### config.mk
export PLATFORM = sky130hd
export DESIGN_NAME = burst_write_sched
export DESIGN_NICKNAME = d
export VERILOG_FILES = /design/src/rtl/bws_pkg.sv /design/src/rtl/bws_timer.sv /design/src/rtl/bws_wrptr.sv /design/src/rtl/bws_beats.sv /design/src/rtl/burst_write_sched.sv
export SDC_FILE = /design/constraint.sdc
export NUM_CORES = 1
export LEC_CHECK = 0
export ABC_CLOCK_PERIOD_IN_PS = 6450
export BUFFER_PORTS_ARGS = -buffer_cell sky130_fd_sc_hd__buf_2
export CORE_UTILIZATION = 35
export CTS_CLUSTER_DIAMETER = 100
export CTS_CLUSTER_SIZE = 40
export DETAILED_ROUTE_END_ITERATION = 10
export MAX_ROUTING_LAYER = met4
export PLACE_DENSITY = 0.59
export SYNTH_ARGS = -nofsm -noshare
export SYNTH_HDL_FRONTEND = slang
export SYNTH_SLANG_ARGS = --single-unit
### constraint.sdc
create_clock -name clk -period 6.45 [get_ports clk]
set_clock_uncertainty 0.05 [all_clocks]
set_input_delay 0.3225 -clock clk [delete_from_list [all_inputs] [get_ports clk]]
set_output_delay 0.3225 -clock clk [all_outputs]
set_load 0.005 [all_outputs]
### src/rtl/bws_pkg.sv
// Package: shared types and constants of the burst write scheduler.
// Assumes: nothing beyond IEEE 1800-2017.
package bws_pkg;
    localparam int BTT_W = 23;

    typedef enum logic [1:0] {
        ST_IDLE = 2'd0,
        ST_FILL = 2'd1,
        ST_CMD  = 2'd2,
        ST_DATA = 2'd3
    } bws_state_e;
endpackage

### src/rtl/bws_timer.sv
// Module: wait timer for the filling state. Cleared whenever run is low,
// counts while run is high and flags the terminal cycle.
// Assumes: TIMEOUT >= 1.
module bws_timer #(
    parameter int TIMEOUT = 256
) (
    input  logic clk,
    input  logic rst_n,
    input  logic run,
    output logic expired
);
    localparam int TW = $clog2(TIMEOUT + 1);

    logic [TW-1:0] cnt_q;

    assign expired = run && (cnt_q == TW'(TIMEOUT - 1));

    // Counter: zero outside the filling state, advance inside it.
    always_ff @(posedge clk) begin
        if (!rst_n || !run) begin
            cnt_q <= '0;
        end else if (!expired) begin
            cnt_q <= cnt_q + 1'b1;
        end
    end

    a_r4_timer_bound: assert property (@(posedge clk) disable iff (!rst_n)
        cnt_q <= TW'(TIMEOUT - 1));
endmodule

### src/rtl/bws_wrptr.sv
// Module: circular write offset. Advances by the accepted byte count and
// wraps modulo the region size; exports base plus offset.
// Assumes: each step is no larger than REGION_BYTES.
module bws_wrptr #(
    parameter int                ADDR_W       = 32,
    parameter int                BTT_W        = 23,
    parameter int                REGION_BYTES = 65536,
    parameter logic [ADDR_W-1:0] BASE_ADDR    = '0
) (
    input  logic              clk,
    input  logic              rst_n,
    input  logic              adv,
    input  logic [BTT_W-1:0]  step,
    output logic [ADDR_W-1:0] ptr
);
    logic [ADDR_W-1:0] off_q;
    logic [ADDR_W:0]   sum;
    logic [ADDR_W:0]   wrapped;

    // Next offset: add the step, fold back once past the region end.
    always_comb begin
        sum     = {1'b0, off_q} + (ADDR_W + 1)'(step);
        wrapped = (sum >= (ADDR_W + 1)'(REGION_BYTES)) ? sum - (ADDR_W + 1)'(REGION_BYTES) : sum;
    end

    // Offset register: reset to the region start, update on acceptance.
    always_ff @(posedge clk) begin
        if (!rst_n) begin
            off_q <= '0;
        end else if (adv) begin
            off_q <= wrapped[ADDR_W-1:0];
        end
    end

    assign ptr = BASE_ADDR + off_q;

    a_r10_in_region: assert property (@(posedge clk) disable iff (!rst_n)
        off_q < ADDR_W'(REGION_BYTES));
endmodule

### src/rtl/bws_beats.sv
// Module: remaining-beat counter. Loaded with the sampled transfer length,
// decremented on each stream handshake, flags the final beat.
// Assumes: no handshake arrives while the count is zero.
module bws_beats #(
    parameter int CNT_W = 12
) (
    input  logic             clk,
    input  logic             rst_n,
    input  logic             load,
    input  logic [CNT_W-1:0] load_val,
    input  logic             fire,
    output logic [CNT_W-1:0] rem,
    output logic             last
);
    logic [CNT_W-1:0] rem_q;

    // Beat count: load at sampling, count down per accepted beat.
    always_ff @(posedge clk) begin
        if (!rst_n) begin
            rem_q <= '0;
        end else if (load) begin
            rem_q <= load_val;
        end else if (fire) begin
            rem_q <= rem_q - 1'b1;
        end
    end

    assign rem  = rem_q;
    assign last = (rem_q == CNT_W'(1));

    a_r7_no_underflow: assert property (@(posedge clk) disable iff (!rst_n)
        fire |-> rem_q != '0);
endmodule

### src/rtl/burst_write_sched.sv
// Module: stream-to-memory burst write scheduler (top). Waits for a full
// block or a timeout, issues one write command, then streams exactly the
// declared beats from a first-word-fall-through FIFO.
// Assumes: this block is the FIFO's only reader; DATA_W/8 is a power of two;
// THRESH_BYTES <= REGION_BYTES and THRESH_BYTES/(DATA_W/8) fits in CNT_W.
module burst_write_sched
    import bws_pkg::*;
#(
    parameter int                DATA_W       = 32,
    parameter int                CNT_W        = 12,
    parameter int                THRESH_BYTES = 4096,
    parameter int                TIMEOUT      = 256,
    parameter int                ADDR_W       = 32,
    parameter int                REGION_BYTES = 65536,
    parameter logic [ADDR_W-1:0] BASE_ADDR    = '0
) (
    input  logic              clk,
    input  logic              rst_n,
    input  logic              fifo_empty,
    input  logic [CNT_W-1:0]  fifo_count,
    input  logic [DATA_W-1:0] fifo_data,
    output logic              fifo_rd,
    output logic              cmd_valid,
    input  logic              cmd_ready,
    output logic [ADDR_W-1:0] cmd_addr,
    output logic [BTT_W-1:0]  cmd_btt,
    output logic [DATA_W-1:0] m_tdata,
    output logic              m_tvalid,
    input  logic              m_tready,
    output logic              m_tlast,
    output logic [ADDR_W-1:0] wr_ptr
);
    localparam int BPB          = DATA_W / 8;
    localparam int THRESH_BEATS = THRESH_BYTES / BPB;

    bws_state_e       state_q, state_d;
    logic             timer_exp;
    logic             full_block;
    logic             load;
    logic [CNT_W-1:0] load_val;
    logic [CNT_W-1:0] rem;
    logic             last;
    logic             beat_fire;
    logic             cmd_fire;

    assign full_block = fifo_count >= CNT_W'(THRESH_BEATS);
    assign load_val   = full_block ? CNT_W'(THRESH_BEATS) : fifo_count;
    assign beat_fire  = m_tvalid && m_tready;
    assign cmd_fire   = cmd_valid && cmd_ready;

    // Next-state logic: idle, fill, command, data.
    always_comb begin
        state_d = state_q;
        load    = 1'b0;
        unique case (state_q)
            ST_IDLE: if (!fifo_empty) state_d = ST_FILL;
            ST_FILL: begin
                if (full_block || (timer_exp && fifo_count != '0)) begin
                    load    = 1'b1;
                    state_d = ST_CMD;
                end else if (timer_exp) begin
                    state_d = ST_IDLE;
                end
            end
            ST_CMD:  if (cmd_ready) state_d = ST_DATA;
            ST_DATA: if (beat_fire && last) state_d = ST_IDLE;
            default: state_d = ST_IDLE;
        endcase
    end

    // State register.
    always_ff @(posedge clk) begin
        if (!rst_n) state_q <= ST_IDLE;
        else        state_q <= state_d;
    end

    bws_timer #(
        .TIMEOUT(TIMEOUT)
    ) u_timer (
        .clk    (clk),
        .rst_n  (rst_n),
        .run    (state_q == ST_FILL),
        .expired(timer_exp)
    );

    bws_beats #(
        .CNT_W(CNT_W)
    ) u_beats (
        .clk     (clk),
        .rst_n   (rst_n),
        .load    (load),
        .load_val(load_val),
        .fire    (beat_fire),
        .rem     (rem),
        .last    (last)
    );

    bws_wrptr #(
        .ADDR_W      (ADDR_W),
        .BTT_W       (BTT_W),
        .REGION_BYTES(REGION_BYTES),
        .BASE_ADDR   (BASE_ADDR)
    ) u_wrptr (
        .clk  (clk),
        .rst_n(rst_n),
        .adv  (cmd_fire),
        .step (cmd_btt),
        .ptr  (wr_ptr)
    );

    assign cmd_valid = (state_q == ST_CMD);
    assign cmd_addr  = wr_ptr;
    assign cmd_btt   = BTT_W'(32'(rem) * BPB);
    assign m_tvalid  = (state_q == ST_DATA);
    assign m_tdata   = fifo_data;
    assign m_tlast   = m_tvalid && last;
    assign fifo_rd   = beat_fire;

    a_r6_cmd_hold: assert property (@(posedge clk) disable iff (!rst_n)
        (cmd_valid && !cmd_ready) |=> (cmd_valid && $stable(cmd_addr) && $stable(cmd_btt)));

    a_r6_data_after_cmd: assert property (@(posedge clk) disable iff (!rst_n)
        $rose(m_tvalid) |-> $past(cmd_valid && cmd_ready));

    a_r5_btt_cap: assert property (@(posedge clk) disable iff (!rst_n)
        cmd_valid |-> (cmd_btt != '0 && cmd_btt <= BTT_W'(THRESH_BYTES)));

    a_r11_idle_after_last: assert property (@(posedge clk) disable iff (!rst_n)
        (m_tvalid && m_tready && m_tlast) |=> !m_tvalid);

    a_r9_pop_nonempty: assert property (@(posedge clk) disable iff (!rst_n)
        fifo_rd |-> !fifo_empty);

    a_r3_full_goes_cmd: assert property (@(posedge clk) disable iff (!rst_n)
        (state_q == ST_FILL && full_block) |=> cmd_valid);
endmodule

== After elaboration in Yosys (flattened, before gate mapping) ==
Cells that the tools add are included.

* Latch bits: 0
* Register bits after elaboration: 55
* Bits in read-only memories: 0
* Output and inout port bits: 123
* Memory bits (writable): 0
* Memories: 0

* Div/mod/pow operators: 0
* Muxes and demuxes: 12
* Reduce and logical (&&, ||, !) cells: 14
* Shift operators: 0
* Multipliers: 0
* Eq/ne operators: 9
* Bitwise logic cells: 0
* Order comparisons: 2
* Add/sub/neg operators: 4

{| class="wikitable"
|+ Operator list
! operator !! count
|-
| 12-bit 2-to-1 mux || 3
|-
| 32-bit by 14-bit adder with 33-bit output || 1
|-
| 33-bit by 17-bit >= comparator with 1-bit output, second input constant || 1
|-
| 32-bit 2-to-1 mux || 1
|-
| 32-bit by 17-bit subtractor with 32-bit output, second input constant || 1
|-
| 12-bit by 1-bit equality test with 1-bit output, second input constant || 1
|-
| 12-bit by 11-bit >= comparator with 1-bit output, second input constant || 1
|-
| 12-bit nonzero test || 1
|-
| 12-bit by 1-bit subtractor with 12-bit output, second input constant || 1
|-
| 2-bit 2-to-1 mux || 5
|-
| 9-bit by 1-bit adder with 9-bit output, second input constant || 1
|-
| 9-bit by 8-bit equality test with 1-bit output, second input constant || 1
|-
| 2-bit case mux with 4 select lines || 1
|-
| 1-bit logical AND || 6
|-
| 2-bit equality test, second input constant || 2
|-
| 2-bit by 1-bit inequality test with 1-bit output, second input constant || 2
|-
| 4-bit AND reduction || 1
|-
| 3-bit inequality test, second input constant || 1
|-
| 2-bit by 1-bit equality test with 1-bit output, second input constant || 1
|-
| 1-bit zero test || 2
|-
| 2-bit zero test || 1
|-
| 1-bit logical OR || 2
|-
| 1-bit 2-to-1 mux || 2
|-
| 2-bit inequality test, second input constant || 1
|-
| 2-bit nonzero test || 1
|}

== Logic depth before layout (Yosys ltp) ==
* Depth after elaboration: 7
* Gate-level depth with buffers: 20
* Depth with buffers taken out: 20

== Modules after synthesis ==
From an unflattened synthesis, not the netlist that was laid out.

* Cells, all modules: 716
* Area, all modules: 5670.4 µm²

{| class="wikitable"
|+ Modules (own cells, without submodules)
! module !! cells each !! area an instance (µm²) !! instances
|-
| bws_wrptr || 468 || 3677.3 || 1
|-
| burst_write_sched || 115 || 838.3 || 1
|-
| bws_beats || 85 || 728.2 || 1
|-
| bws_timer || 48 || 426.7 || 1
|}

== Least setup slack after synthesis ==
OpenSTA, ideal clock, no wires.

* Path kind: register -> register
* Start: reg u_beats.rem_q[0], in the netlist u_beats.rem[0]
* End: reg u_wrptr.off_q[23]
* Period minus slack after synthesis: 4.526 ns
* Slack: 1.924 ns
* Stages on the path, launching flop included: 21
* Data arrival time: 4.404 ns
* Library setup time: 0.072 ns
* Data required time: 6.328 ns
* Path through: dfxtp_1 ha_1 inv_1 fa_1 and2b_4 o2111ai_2 a21oi_1 o2111ai_1 xor2_1 inv_1 ha_1 nand2_1 nor3_1 o2111ai_1 a2111oi_4 o211ai_2 o41ai_4 nor2_1 a211oi_2 mux2i_1 mux2i_1

* Word-level cells in the longest chain between the ends: 3
* Elaborated cells on any way between the ends: 4

{| class="wikitable"
|+ RTL lines
! what !! line !! RTL
|-
| from (decl) || bws_beats.sv:15 || <nowiki>logic [CNT_W-1:0] rem_q;</nowiki>
|-
| from (signal assigned) || bws_beats.sv:22 || <nowiki>rem_q <= load_val;</nowiki>
|-
| from (signal assigned) || bws_beats.sv:24 || <nowiki>rem_q <= rem_q - 1'b1;</nowiki>
|-
| 32-bit by 14-bit adder with 33-bit output * || bws_wrptr.sv:22 || <nowiki>sum = {1'b0, off_q} + (ADDR_W + 1)'(step);</nowiki>
|-
| 32-bit by 17-bit subtractor with 32-bit output or 33-bit by 17-bit >= comparator with 1-bit output (tied branches) || bws_wrptr.sv:23 || <nowiki>wrapped = (sum >= (ADDR_W + 1)'(REGION_BYTES)) ? sum - (ADDR_W + 1)'(REGION_BYTES) : sum;</nowiki>
|-
| 32-bit 2-to-1 mux * || bws_wrptr.sv:23 ||
|-
| to (signal assigned) || bws_wrptr.sv:31 || <nowiki>off_q <= wrapped[ADDR_W-1:0];</nowiki>
|-
| to (decl) || bws_wrptr.sv:16 || <nowiki>logic [ADDR_W-1:0] off_q;</nowiki>
|}

Every way passes the cells marked *; elsewhere a longest branch is shown, timed or not.
A chain may end at the register's enable or synchronous reset.

== Worst setup path after layout ==
* Start: reg u_beats.rem_q[0], in the netlist u_beats.rem[0]
* End: reg u_wrptr.off_q[21]

Same word-level chain as after synthesis.

==> qor_table.md <==
| Stage | Item | This run |
| --- | --- | --- |
| status | Run status | finished clean |
| power | Leakage power total | 2.08 nW |
| worst setup path | Reg2Reg Depth | 20 |
| clocking | Number of setup buffers added after CTS | 0 |
| final layout | Post-Route Utilization | 0.375 |
| sta | Setup TNS | 0 ns |
| routing | DRT Pass-1 Iters | 4 |
| power | Power per standard cell area | 177 mW/mm² |
| routing | Via count | 4198 |
| global routing | Initial antenna violation count | 0 |
| global routing | Total Routing Usage GR | 0.181 |
| clocking | Number of hold buffers added after CTS | 0 |
| worst setup path | Arrival time of the worst setup path | 5.23 ns |
| final layout | N_diodes | 0 |
| sta | Pin slew with the least headroom to its limit | 0.882 ns |
| power | Reported net switching power | 0.000299 W |
| placed design | PortBufs | 92 |
| floorplan | Top-Level Pins | 172 |
| yosys | Post-Syn Area | 0.00475 mm² |
| clocking | Source-to-sink clock delay at the later pin of the worst-skew pair | 0.31 ns |
| worst setup path | Largest fanout on the critical path | 6 |
| worst setup path | Critical-path top delay cell | o41ai_4 |
| min path | Start point of the worst min-delay path | fifo_count[8] |
| floorplan | Floorplan die width | 119 µm |
| worst setup path | CP startpoint kind | register |
| power | Share of total power consumed by net switching | 0.341 |
| clocking | TritonCTS buffer count | 5 |
| worst setup path | Slack of the worst reg-to-reg path | 1.40 ns |
| routing | Iteration-0 DRC count of the detailed router | 182 |
| worst setup path | Required time worst endpoint | 6.63 ns |
| floorplan | Row cnt | 42 |
| sta | Relative slew slack | 0.410 |
| worst setup path | Critical path endpoint category | register |
| clocking | Number of buffers on the longest clock path | 2 |
| final layout | Post-layout net count | 693 |
| worst setup path | Type of the worst setup path | register to register |
| yosys | Flops & latches, synth | 53 |
| final layout | Final instance area | 0.00496 mm² |
| sta | Number of pins with negative max-slew slack in the final report | 0 |
| clocking | Clock-pin slew reported for the worst setup and hold paths after clock tree synthesis | 0.08 ns |
| min path | Terminating pin of the worst hold path | u_beats.rem[8] |
| worst setup path | R2r endpoint | u_wrptr.off_q[21] |
| placed design | Standard cell area after detailed placement | 0.00481 mm² |
| yosys | Sequential area share after synthesis | 0.223 |
| sta | Maximum clock frequency | 198 MHz |
| sta | RSZ-0062 raised after global routing | no |
| floorplan | Initial Util | 0.359 |
| power | Sequential cell fraction of total power | 0.412 |
| power | Share of total power in the clock network | 0.327 |
| clocking | Number of clock sinks | 53 |
| yosys | Ys flop type | dfxtp_1 |
| worst setup path | Start of the worst register-to-register path | u_beats.rem[0] |
| final layout | Share of layout cells above drive strength 1 | 0.219 |
| yosys | Synthesis Warnings | 0 |
| final layout | Layout area overhead | 4.42% |
| min path | Worst hold path depth | 3 |
| clocking | Cts repair resizes | 0 |
| sta | Final Hold Viols | 0 |
| floorplan | Placeable core area | 0.0132 mm² |
| clocking | H-tree depth | 2 |
| routing | DRC violation count after routing | 0 |
| floorplan | Full die area | 0.0141 mm² |
| sta | Period Utilization, post-route | 0.783 |
| worst setup path | CP max stage delay | 0.46 ns |
| yosys | Gate count after technology mapping | 612 |
| global routing | Pin count of the biggest net entering global routing | 35 |
| placed design | Dpl hpwl | 9400 µm |
| clocking | CTS root buffer | clkbuf_16 |
| sta | Number of failing setup endpoints in the final timing report | 0 |
| yosys | Async S/R FF share, synth | 0 |
| yosys | Synthesized area divided by synthesized cell count | 7.77 µm² |
| routing | Post-route ant nets | 0 |
| power | Comb pwr share | 0.262 |
| power | Internal cell power | 0.000578 W |
| routing | Total Routed Length | 12400 µm |
| yosys | Number of library cell types mapped by synthesis | 80 |
| global routing | Total congestion overflow | 0 |
| floorplan | Die boundary height | 119 µm |
| global routing | Wire length of the first global-routing pass | 19800 µm |
| min path | Worst min-delay path class | input port to register |
| sta | Tightest hold margin | 0.208 ns |
| power | Worst voltage drop across the vdd grid | 106 µV |
| job | Max_cap viols | 0 |
| routing | Drt wl/cell | 15.5 µm |
| placed design | Gp weighted congestion | 0.909 |
| clocking | TritonCTS clock tree | done |
| global routing | Via count of the first global-routing pass | 3831 |
| sta | Final Critical Period | 5.05 ns |
| routing | Vias per cell | 5.23 |
| worst setup path | Cell-by-cell trace of the critical path | ha_1, inv_1, fa_1, and2b_4, o2111ai_2, a21oi_1, o2111ai_1, xor2_1, inv_1, ha_1, nand2_1, nor3_1, o2111ai_1, a2111oi_4, o211ai_2, o41ai_4, nor2_1, a21oi_4, mux2i_1, mux2i_1 |
| yosys | Number of enable flip-flop cells after synthesis | 0 |
## metal layers
layer  routed length [µm]  GRT usage  up-vias
met5                    0          -        -
met4                  180     0.0562        0
met3                  668     0.0290       14
met2                 5820      0.288      111
met1                 5780      0.234     1962
li1                     -          -     2111
## registers in the layout (all words and copies together) (netlist names), named ones only
register and cells:
u_wrptr.off_q 30, u_timer.cnt_q 9, u_beats.rem 12, state_q 1
## worst max path at each step
stage	startpoint	to	slack, ns	cells after the start
2_1_floorplan	u_beats.rem[0]	u_wrptr.off_q[23]	1.92	20
3_3_place_gp	u_beats.rem[0]	u_wrptr.off_q[19]	1.61	20
3_5_place_dp	u_beats.rem[0]	u_wrptr.off_q[21]	1.41	20
4_1_cts	u_beats.rem[0]	u_wrptr.off_q[21]	1.36	20
5_1_grt	u_beats.rem[0]	u_wrptr.off_q[21]	1.07	20
6_report	u_beats.rem[0]	u_wrptr.off_q[21]	1.40	20
## placed cells by master (no fill, tap or decap), types with 3 or more instances in the layout
| master | instances |
|---|---|
| and2_1 | 8 |
| o211ai_1 | 5 |
| nand4_1 | 9 |
| a21oi_1 | 36 |
| nand2_1 | 66 |
| a311o_1 | 3 |
| or3_1 | 7 |
| o2111ai_1 | 3 |
| a21oi_2 | 3 |
| or2_2 | 3 |
| ha_1 | 18 |
| a211o_1 | 3 |
| inv_1 | 12 |
| xor2_1 | 16 |
| a21o_1 | 7 |
| nand2b_1 | 12 |
| nand3_1 | 20 |
| clkbuf_16 | 5 |
| or4_1 | 4 |
| mux2i_1 | 19 |
| nor2b_1 | 5 |
| conb_1 | 15 |
| buf_2 | 92 |
| dfxtp_1 | 53 |
| o21ai_0 | 16 |
| nor3_1 | 14 |
| a211oi_2 | 4 |
| nor2_1 | 64 |
| xnor2_1 | 19 |
| and3_1 | 6 |
| a211oi_1 | 11 |
| nor4_1 | 4 |
| a31oi_1 | 10 |
## area by class of cell
class | instances | area, µm²
multi-input combinational | 458 | 3010
timing repair buffer | 94 | 475
sequential | 53 | 1060
tap | 176 | 220
inverter | 13 | 48.8
clock inverter | 3 | 26.3
fill | 1409 | 8280
clock buffer | 5 | 125
## kinds of logic after synthesis
logic type,count (synthesis),share of synthesized area
AOI/OAI and AO/OA,135,0.220
xor gates and xnor gates,35,0.0645
adders and majority gates,19,0.0516
buffers and inverters,115,0.155
DFF,53,0.223
muxes,20,0.0424
other,1,0.000789
and+or+nand+nor,234,0.242
## worst max-delay path, delay by kind of cell (launching register included)
family	cells	cell delay, ns
AOI/OAI and AO/OA	8	2.23
xor gates and xnor gates	1	0.23
adders and majority gates	3	0.76
buffers and inverters	2	0.13
DFF	1	0.45
muxes	2	0.47
and+or+nand+nor	4	0.66
## cell usage after synthesis, types with 2 or more instances
| cell | instances | area (µm²) |
|---|---|---|
| clkbuf_1 | 17 | 63.8 |
| nand3_1 | 20 | 100 |
| ha_1 | 18 | 225 |
| or3_1 | 7 | 43.8 |
| buf_4 | 77 | 578 |
| nor4_1 | 4 | 25.0 |
| a21oi_1 | 36 | 180 |
| nor2b_1 | 5 | 31.3 |
| or2_2 | 3 | 18.8 |
| a21oi_2 | 3 | 26.3 |
| and3_1 | 6 | 37.5 |
| o221a_2 | 2 | 22.5 |
| a311o_1 | 3 | 30.0 |
| o211ai_1 | 5 | 37.5 |
| or4_1 | 4 | 30.0 |
| xor2_1 | 16 | 140 |
| nand2_1 | 66 | 248 |
| nor2_1 | 64 | 240 |
| buf_1 | 2 | 7.51 |
| a31oi_1 | 10 | 62.6 |
| dfxtp_1 | 53 | 1060 |
| xnor2_1 | 19 | 166 |
| o2111ai_1 | 3 | 26.3 |
| o21ai_0 | 16 | 80.1 |
| a211oi_2 | 4 | 50.1 |
| buf_2 | 5 | 25.0 |
| o21ai_1 | 2 | 10.0 |
| mux2i_1 | 19 | 190 |
| and2_1 | 8 | 50.1 |
| nor3_1 | 14 | 70.1 |
| o22ai_1 | 2 | 12.5 |
| a211oi_1 | 11 | 82.6 |
| inv_1 | 12 | 45.0 |
| a2111oi_2 | 2 | 30.0 |
| o21a_1 | 2 | 15.0 |
| a21o_1 | 7 | 52.6 |
| nand2b_1 | 12 | 75.1 |
| a211o_1 | 3 | 26.3 |
| nand4_1 | 9 | 56.3 |
## power groups by stage
stage	Clock [W]	Sequential (W)	Combinational (W)
floorplan	0	0.000362	0.000205
global placement	0	0.000368	0.000224
detailed placement	0	0.000369	0.000227
CTS	0.000295	0.000361	0.000229
global route	0.000308	0.000364	0.000250
finish	0.000286	0.000361	0.000229
## through the flow
step / total power, W / cells / setup slack (ns)
detailed placement: 0.000596 / 794 / 1.41
CTS: 0.000885 / 802 / 1.36
finish: 0.000877 / 802 / 1.40
global placement: 0.000592 / 794 / 1.61
floorplan: 0.000567 / 626 / 1.92
global route: 0.000923 / 802 / 1.07
Power figures use the tool's default switching activity.
